**src/rtl/vpack_pkg.sv**
```systemverilog
package vpack_pkg;
  typedef enum logic [1:0] {
    ST_IDLE = 2'd0,
    ST_RUN  = 2'd1,
    ST_FIN  = 2'd2
  } vpState_e;

  typedef enum logic {
    MODE_PACK   = 1'b0,
    MODE_UNPACK = 1'b1
  } vpMode_e;

  // strobes from control to datapath
  typedef struct packed {
    logic load;  // capture a new request
    logic step;  // process element at the read index
  } vpStrobe_t;
endpackage

```
**src/rtl/vpack_ctrl.sv**
```systemverilog
module vpack_ctrl
  import vpack_pkg::*;
#(
  parameter int VLEN = 8,
  localparam int IW = $clog2(VLEN),
  localparam int LW = $clog2(VLEN + 1)
) (
  input  logic          clk,
  input  logic          rstN,
  input  logic          start,
  input  logic [LW-1:0] vl,
  output vpStrobe_t     strobe,
  output logic [IW-1:0] rdIdx,
  output logic          busy,
  output logic          done
);
  vpState_e state;
  logic [LW-1:0] vlReg;
  logic [LW-1:0] vlEff;
  logic          lastEl;
  logic          accept;

  assign vlEff  = (vl > LW'(VLEN)) ? LW'(VLEN) : vl;
  assign accept = start && (state == ST_IDLE);
  assign lastEl = ((LW'(rdIdx) + LW'(1)) == vlReg);

  always_comb begin
    strobe.load = accept;
    strobe.step = (state == ST_RUN);
  end

  always_ff @(posedge clk) begin
    if (!rstN) begin
      state <= ST_IDLE;
      rdIdx <= '0;
      vlReg <= '0;
    end else begin
      unique case (state)
        ST_IDLE: if (accept) begin
          vlReg <= vlEff;
          rdIdx <= '0;
          state <= (vlEff == '0) ? ST_FIN : ST_RUN;
        end
        ST_RUN: begin
          if (lastEl) state <= ST_FIN;
          else        rdIdx <= rdIdx + IW'(1);
        end
        ST_FIN:  state <= ST_IDLE;
        default: state <= ST_IDLE;
      endcase
    end
  end

  assign busy = (state != ST_IDLE);
  assign done = (state == ST_FIN);

  // completion is a single-cycle pulse
  a_r8_done_pulse: assert property (@(posedge clk) disable iff (!rstN)
    done |=> !done);
  // busy covers the done cycle
  a_r8_busy_done: assert property (@(posedge clk) disable iff (!rstN)
    done |-> busy);
  // an ongoing scan advances by one and is not restarted by start
  a_r9_no_restart: assert property (@(posedge clk) disable iff (!rstN)
    (state == ST_RUN && !lastEl) |=> (state == ST_RUN && rdIdx == $past(rdIdx) + IW'(1)));
endmodule

```
**src/rtl/vpack_datapath.sv**
```systemverilog
module vpack_datapath
  import vpack_pkg::*;
#(
  parameter int VLEN = 8,
  parameter int EW   = 8,
  localparam int IW = $clog2(VLEN),
  localparam int LW = $clog2(VLEN + 1)
) (
  input  logic               clk,
  input  logic               rstN,
  input  vpStrobe_t          strobe,
  input  logic [IW-1:0]      rdIdx,
  input  logic               mode,
  input  logic [VLEN-1:0]    mask,
  input  logic [VLEN*EW-1:0] srcVec,
  input  logic [VLEN*EW-1:0] dstIn,
  output logic [LW-1:0]      packLen,
  output logic [VLEN*EW-1:0] dstOut
);
  logic [EW-1:0]   srcArr [VLEN];
  logic [EW-1:0]   dstArr [VLEN];
  logic [VLEN-1:0] maskReg;
  vpMode_e         modeReg;
  logic [LW-1:0]   wrPtr;
  logic [IW-1:0]   wrIdx;
  logic            selBit;

  assign wrIdx  = wrPtr[IW-1:0];
  assign selBit = maskReg[rdIdx];

  always_ff @(posedge clk) begin
    if (!rstN) begin
      maskReg <= '0;
      modeReg <= MODE_PACK;
      wrPtr   <= '0;
      for (int i = 0; i < VLEN; i++) begin
        srcArr[i] <= '0;
        dstArr[i] <= '0;
      end
    end else if (strobe.load) begin
      maskReg <= mask;
      modeReg <= vpMode_e'(mode);
      wrPtr   <= '0;
      for (int i = 0; i < VLEN; i++) begin
        srcArr[i] <= srcVec[i*EW +: EW];
        dstArr[i] <= dstIn[i*EW +: EW];
      end
    end else if (strobe.step && selBit) begin
      if (modeReg == MODE_PACK) dstArr[wrIdx] <= srcArr[rdIdx];
      else                      dstArr[rdIdx] <= srcArr[wrIdx];
      wrPtr <= wrPtr + LW'(1);
    end
  end

  assign packLen = wrPtr;

  for (genvar g = 0; g < VLEN; g++) begin : gOut
    assign dstOut[g*EW +: EW] = dstArr[g];
  end

  // an unselected element never advances the write pointer
  a_r3_skip_unselected: assert property (@(posedge clk) disable iff (!rstN)
    (strobe.step && !strobe.load && !selBit) |=> $stable(wrPtr));
  // write pointer never overtakes the read index
  a_r2_wr_behind_rd: assert property (@(posedge clk) disable iff (!rstN)
    (strobe.step && !strobe.load) |=> (wrPtr <= LW'($past(rdIdx)) + LW'(1)));
  // unpack keeps unselected destination slots
  a_r6_unpack_keep: assert property (@(posedge clk) disable iff (!rstN)
    (strobe.step && !strobe.load && modeReg == MODE_UNPACK && !selBit)
      |=> (dstArr[$past(rdIdx)] == $past(dstArr[rdIdx])));
endmodule

```
**src/rtl/vec_pack_unit.sv**
```systemverilog
module vec_pack_unit
  import vpack_pkg::*;
#(
  parameter int VLEN = 8,
  parameter int EW   = 8,
  localparam int IW = $clog2(VLEN),
  localparam int LW = $clog2(VLEN + 1)
) (
  input  logic               clk,
  input  logic               rstN,
  input  logic               start,
  input  logic               mode,
  input  logic [LW-1:0]      vl,
  input  logic [VLEN-1:0]    mask,
  input  logic [VLEN*EW-1:0] srcVec,
  input  logic [VLEN*EW-1:0] dstIn,
  output logic               busy,
  output logic               done,
  output logic [LW-1:0]      packLen,
  output logic [VLEN*EW-1:0] dstOut
);
  vpStrobe_t     strobe;
  logic [IW-1:0] rdIdx;

  vpack_ctrl #(.VLEN(VLEN)) uCtrl (
    .clk(clk), .rstN(rstN), .start(start), .vl(vl),
    .strobe(strobe), .rdIdx(rdIdx), .busy(busy), .done(done)
  );

  vpack_datapath #(.VLEN(VLEN), .EW(EW)) uData (
    .clk(clk), .rstN(rstN), .strobe(strobe), .rdIdx(rdIdx),
    .mode(mode), .mask(mask), .srcVec(srcVec), .dstIn(dstIn),
    .packLen(packLen), .dstOut(dstOut)
  );

  // outputs are clear in the cycle after reset
  a_r1_reset_clear: assert property (@(posedge clk)
    !rstN |=> (!busy && !done && packLen == '0 && dstOut == '0));
endmodule

```
**config.mk**
```make
export PLATFORM = sky130hd
export DESIGN_NAME = vec_pack_unit
export DESIGN_NICKNAME = d
export VERILOG_FILES = /design/src/rtl/vpack_pkg.sv /design/src/rtl/vpack_ctrl.sv /design/src/rtl/vpack_datapath.sv /design/src/rtl/vec_pack_unit.sv
export SDC_FILE = /design/constraint.sdc
export NUM_CORES = 1
export LEC_CHECK = 0
export BUFFER_PORTS_ARGS = -buffer_cell sky130_fd_sc_hd__buf_2
export CORE_ASPECT_RATIO = 1.25
export CORE_UTILIZATION = 48
export DETAILED_ROUTE_END_ITERATION = 16
export MAX_ROUTING_LAYER = met4
export PLACE_DENSITY = 0.77
export SETUP_SLACK_MARGIN = 0.2
export SLEW_MARGIN = 40
export SYNTH_ARGS = -nofsm -noshare
export SYNTH_HDL_FRONTEND = slang
export SYNTH_SLANG_ARGS = --single-unit
```
**constraint.sdc**
```tcl
create_clock -name clk -period 3.6 [get_ports clk]
set_clock_uncertainty 0.1 [all_clocks]
set_input_delay 0.9 -clock clk [delete_from_list [all_inputs] [get_ports clk]]
set_output_delay 0.9 -clock clk [all_outputs]
set_load 0.05 [all_outputs]
```
Yosys cells after proc, flatten, opt, wreduce, memory -nomap -nowiden. Memories as Yosys holds them, arrays and structs flattened. A register that Yosys moved wholly into a read port is not among the register bits. Cells that the tools add are included.

Register bits: 22. Bits in writable memories: 128. Output and inout port bits: 70. Memories: 2.

Memories: uData.dstArr (words 8, width 8, rd ports 8, clocked after Yosys merged registers in 0, wr ports 8, line vpack_datapath.sv:21) `logic [EW-1:0] dstArr [VLEN];`; uData.srcArr (words 8, width 8, rd ports 2, clocked after Yosys merged registers in 2, wr ports 8, line vpack_datapath.sv:20) `logic [EW-1:0] srcArr [VLEN];`.

Add/subtract/negate cells: 3. $lt $le $gt $ge: 2. Equal/unequal tests: 6. Mux-type cells: 50. Bitwise logic cells: 17. Reduce and logical (&&, ||, !) cells: 12.

Operator list (number): $mux W8 (18); $mux W3 (8); $mux W1 (17); $or A1 B1 Y1 (16); $reduce_or A8 Y1 (2); $mux W2 (3); $pmux W3 S2 (1); $add A3 B1 Y4 const B (1); $add A4 B1 Y4 const B (1); $eq A4 B4 Y1 (1); $gt A4 B4 Y1 const B (1); $logic_not A4 Y1 (1); $lt A3 B4 Y1 const B (1); $mux W4 (1); $ne A2 B2 Y1 const B (2); $pmux W2 S2 (1); $reduce_and A2 Y1 (2); $reduce_bool A2 Y1 (2); $add A3 B1 Y3 const B (1); $bmux W1 S3 (1); $reduce_and A3 Y1 (1); $eq A2 B1 Y1 const B (1); $eq A2 B2 Y1 const B (1); $logic_and A1 B1 Y1 (2); 4 further kinds (4).

Logic depth before layout (Yosys ltp).
Depth after elaboration: 10. Mapped depth: 7.

Modules after synthesis. Synthesis repeated with hierarchy kept, for this count alone.

Cells, all modules: 665. Area, all modules: 8364.3 um^2.

Modules (own cells, without submodules): vpack_datapath (instances 1, cells an instance 609, area each 7866.3 um^2, seq. area each 4164.0 um^2); vpack_ctrl (instances 1, cells an instance 56, area each 498.0 um^2, seq. area each 180.2 um^2).

Worst setup path after synthesis. No wires, ideal clock.

Path type: input to register. Start point: input start. End point: memory uData.srcArr[0][0] (enable). Library setup time: 0.421 ns. Arrival time: 3.093 ns. Path slack: -0.015 ns. Stages on the path: 5. Buffers on the path: 2. Path through: or3b_1 -> buf_6 -> and2_1 -> clkbuf_1 -> inv_1.

RTL lines: start: declaration (line vec_pack_unit.sv:11) `input logic start,`; end: declaration (line vpack_datapath.sv:20).

==> results.py <==
metrics = {
    "pwr": {
        "p_int_w": 0.003377,
        "switchingPower_w": 0.001357,
        "seqPwrFrac": 0.463,
        "cellPowerDensity_nw_per_um2": 500.6,
        "p_comb_frac": 0.168,
        "netSwitchingFraction": 0.2866,
        "cellLeakagePower_nw": 3.934,
        "pwr-share-clk": 0.369,
        "ir_worst_vdd_v": 0.0003170,
    },
    "logic_synthesis": {
        "yosysWarningCount": 0,
        "synth_cell_types": 45,
        "syn_area_per_cell_sq_um": 14.36,
        "ys_ff_latch": 156,
        "syn_nets": 677,
        "synth_area_sq_um": 7624,
        "synthCells": 531,
        "synth_edf_count": 128,
        "synthArstFlopShare": 0,
        "ys.flop_type": "edfxtp_1",
        "yosysSeqAreaShare": 0.5777,
    },
    "final_layout": {
        "design_area_sq_um": 9457,
        "stdcell_count": 959,
        "syn2layout_area_growth_pct": 24.04,
        "diodes": 0,
        "fin_nets": 880,
        "layout-drive-gt1-share": 0.4418,
    },
    "drt": {
        "dr.first_iter.drc_count": 572,
        "vias": 5343,
        "first_pass_iters": 5,
        "ant_nets": 0,
        "routed_wl_um": 18280,
        "drc": 0,
        "vias_per_cell": 5.571,
        "wl_per_cell_um": 19.06,
    },
    "timing": {
        "finalSetupViolCount": 0,
        "finalHoldViolCount": 0,
        "finalCriticalPeriod_ns": 2.754,
        "rsz0062_at_grt": "false",
        "setup_tns_ns": 0,
        "max_freq_mhz": 363.2,
        "worst_slew_pin_slew_ns": 0.8169,
        "worst_slack_ns": 0.8465,
        "slew_headroom": 0.4547,
        "fin_crit_sh": 0.7649,
        "drv_slew": 0,
    },
    "grt": {
        "overflow": 0,
        "grt_pass1_vias": 5282,
        "grt_pass1_wl_um": 27860,
        "antenna_found_initial": 0,
        "grt_usage": 0.2363,
        "grt_max_degree": 102,
    },
    "clock_tree": {
        "cts_tree": "built",
        "cts.repair.resized": 0,
        "clock_latency_ns": 0.42,
        "hold_buffers": 0,
        "h-tree-depth": 4,
        "clock_sinks": 156,
        "post_cts_buffers": 0,
        "cts_buffers": 17,
        "cts_root_buf": "clkbuf_16",
        "clock_path_buffers": 2,
        "clk_pin_slew_worst_paths_ns": 0.07,
    },
    "place": {
        "dp_cells": 927,
        "place_area_sq_um": 8877,
        "finalWeightedCongestion": 0.8319,
        "pre_cts_slack_ns": 0.4717,
        "place_hpwl_um": 13390,
        "port-buffer-count": 213,
    },
    "critical_path": {
        "cp-end-kind": "flip-flop",
        "cp-start-kind": "flip-flop",
        "crit_fanout": 10,
        "arrival_ns": 2.74,
        "critical_path_class": "flip-flop to flip-flop",
        "crit_required_ns": 3.59,
    },
    "floorplanning": {
        "io_pins": 214,
        "core_sq_um": 15570,
        "start_util": 0.4896,
        "die_h_um": 142.9,
        "fp.dieW_um": 114.7,
        "core.rowCount": 51,
        "die_area_sq_um": 16390,
    },
    "job": {
        "max_cap_viol_count": 0,
    },
    "outcome": {
        "status": "completed",
    },
    "hold_path": {
        "hp-class": "flip-flop to flip-flop",
    },
}
-- synth_stat cells (all sizes together) (2+ instances only) --
| cell type | count | share of area |
|---|---|---|
| buf | 10 | 0.0094 |
| a21oi | 7 | 0.0046 |
| nor3b | 7 | 0.0069 |
| dfxtp | 28 | 0.074 |
| o21a | 2 | 0.0020 |
| inv | 3 | 0.0015 |
| or3 | 2 | 0.0016 |
| xnor2 | 3 | 0.0034 |
| nor2b | 5 | 0.0041 |
| clkbuf | 30 | 0.015 |
| mux2i | 30 | 0.053 |
| and2 | 35 | 0.029 |
| nand2b | 8 | 0.0066 |
| a22o | 48 | 0.055 |
| nand2 | 27 | 0.013 |
| nand4 | 2 | 0.0016 |
| and3 | 50 | 0.042 |
| nor3 | 10 | 0.012 |
| ha | 2 | 0.0033 |
| nand3 | 5 | 0.0033 |
| o21ai | 4 | 0.0026 |
| mux2 | 19 | 0.028 |
| mux4 | 32 | 0.095 |
| edfxtp | 128 | 0.50 |
| xor2 | 3 | 0.0034 |
| nor2 | 9 | 0.0044 |
| a21boi | 11 | 0.011 |
-- placed cells by master, fill, tap and decap left out, types with 2 or more instances in the layout --
| master | instances |
|---|---|
| buf_2 | 213 |
| nor3b_1 | 7 |
| o21ai_0 | 4 |
| clkinv_4 | 2 |
| inv_8 | 4 |
| dfxtp_1 | 27 |
| a22o_1 | 48 |
| mux2_2 | 19 |
| xor2_1 | 3 |
| a21oi_1 | 7 |
| nand3_1 | 5 |
| nor3_2 | 8 |
| a21boi_0 | 11 |
| edfxtp_1 | 128 |
| clkbuf_16 | 17 |
| nand2b_1 | 8 |
| clkinvlp_4 | 2 |
| nor3_1 | 2 |
| inv_6 | 5 |
| o21a_1 | 2 |
| and3_1 | 49 |
| inv_1 | 2 |
| ha_1 | 2 |
| nor2_1 | 8 |
| nand2_1 | 27 |
| mux2i_1 | 22 |
| mux4_2 | 32 |
| and2_1 | 35 |
| nand4_1 | 2 |
| or3_1 | 2 |
| buf_4 | 10 |
| mux2i_4 | 8 |
| nor2b_1 | 5 |
| xnor2_1 | 3 |
-- critical path: stages (launching register included) --
cell	delay, ns
dfxtp_1	0.51
nor2_1	0.12
a22oi_2	0.22
nand3_1	0.31
buf_4	0.29
nor3_2	0.48
nand2b_1	0.40
-- layout make-up --
type,instances,area [sq um]
Timing Repair Buffer,224,1161
Inverter,3,15.01
Sequential cell,156,4405
Tap cell,212,265.3
Fill cell,1230,6113
Multi-Input combinational cell,332,3032
Clock buffer,18,429.2
Clock inverter,14,148.9
-- power by group through the flow --
stage	combinational, W	clock, W	sequential, W
2_1_floorplan	0.000325	0	0.00244
3_3_place_gp	0.000783	0	0.00222
3_5_place_dp	0.000797	0	0.00223
4_1_cts	0.000801	0.00177	0.00219
5_1_grt	0.000844	0.00184	0.00221
6_report	0.000797	0.00174	0.00219
-- routing by layer --
metal | global-route usage | vias up | share of wire
met3 | 0.04372 | 23 | 0.070
met1 | 0.2732 | 2573 | 0.39
met4 | 0.07792 | 0 | 0.017
met2 | 0.4137 | 279 | 0.53
li1 | - | 2468 | -
met5 | - | - | 0
-- worst paths after layout --
kind / startpoint / end / slack (ns) / cells after the start
setup / recovery: uCtrl.rdIdx[1] / uData.dstArr[1][0] / 0.85 / 6
hold / removal: uData.maskReg[4] / uData.maskReg[4] / 0.37 / 2
setup reg to reg: uCtrl.rdIdx[1] / uData.dstArr[1][0] / 0.85 / 6
hold reg to reg: uData.maskReg[4] / uData.maskReg[4] / 0.37 / 2
-- registers in the layout, indices dropped and copies added (netlist names), named ones only --
signal,cells
uCtrl.rdIdx,3
uCtrl.state,2
uCtrl.vlReg,4
uData.dstArr,64
uData.maskReg,8
uData.modeReg,1
uData.packLen,4
uData.srcArr,64
-- stage by stage --
step / utilization / total power (W) / hold slack (ns)
after detailed placement: 0.5702 / 0.003026 / 0.3651
after global routing: 0.6074 / 0.004895 / 0.3944
after global placement: 0.5702 / 0.003000 / 0.3606
after floorplan: - / 0.002769 / 0.3400
final: 0.6074 / 0.004734 / 0.3719
after CTS: 0.6073 / 0.004762 / 0.3746
-- cell families after synthesis --
| kind of cell | Yosys count | share of synthesized area |
|---|---|---|
| fa+ha+maj | 2 | 0.003282 |
| mux | 81 | 0.1751 |
| simple gates | 166 | 0.1303 |
| compound gates | 77 | 0.08108 |
| buf+inv | 43 | 0.02560 |
| xor+xnor | 6 | 0.006894 |
| flops | 156 | 0.5777 |
Note: power is estimated with default switching activity, not from simulation.
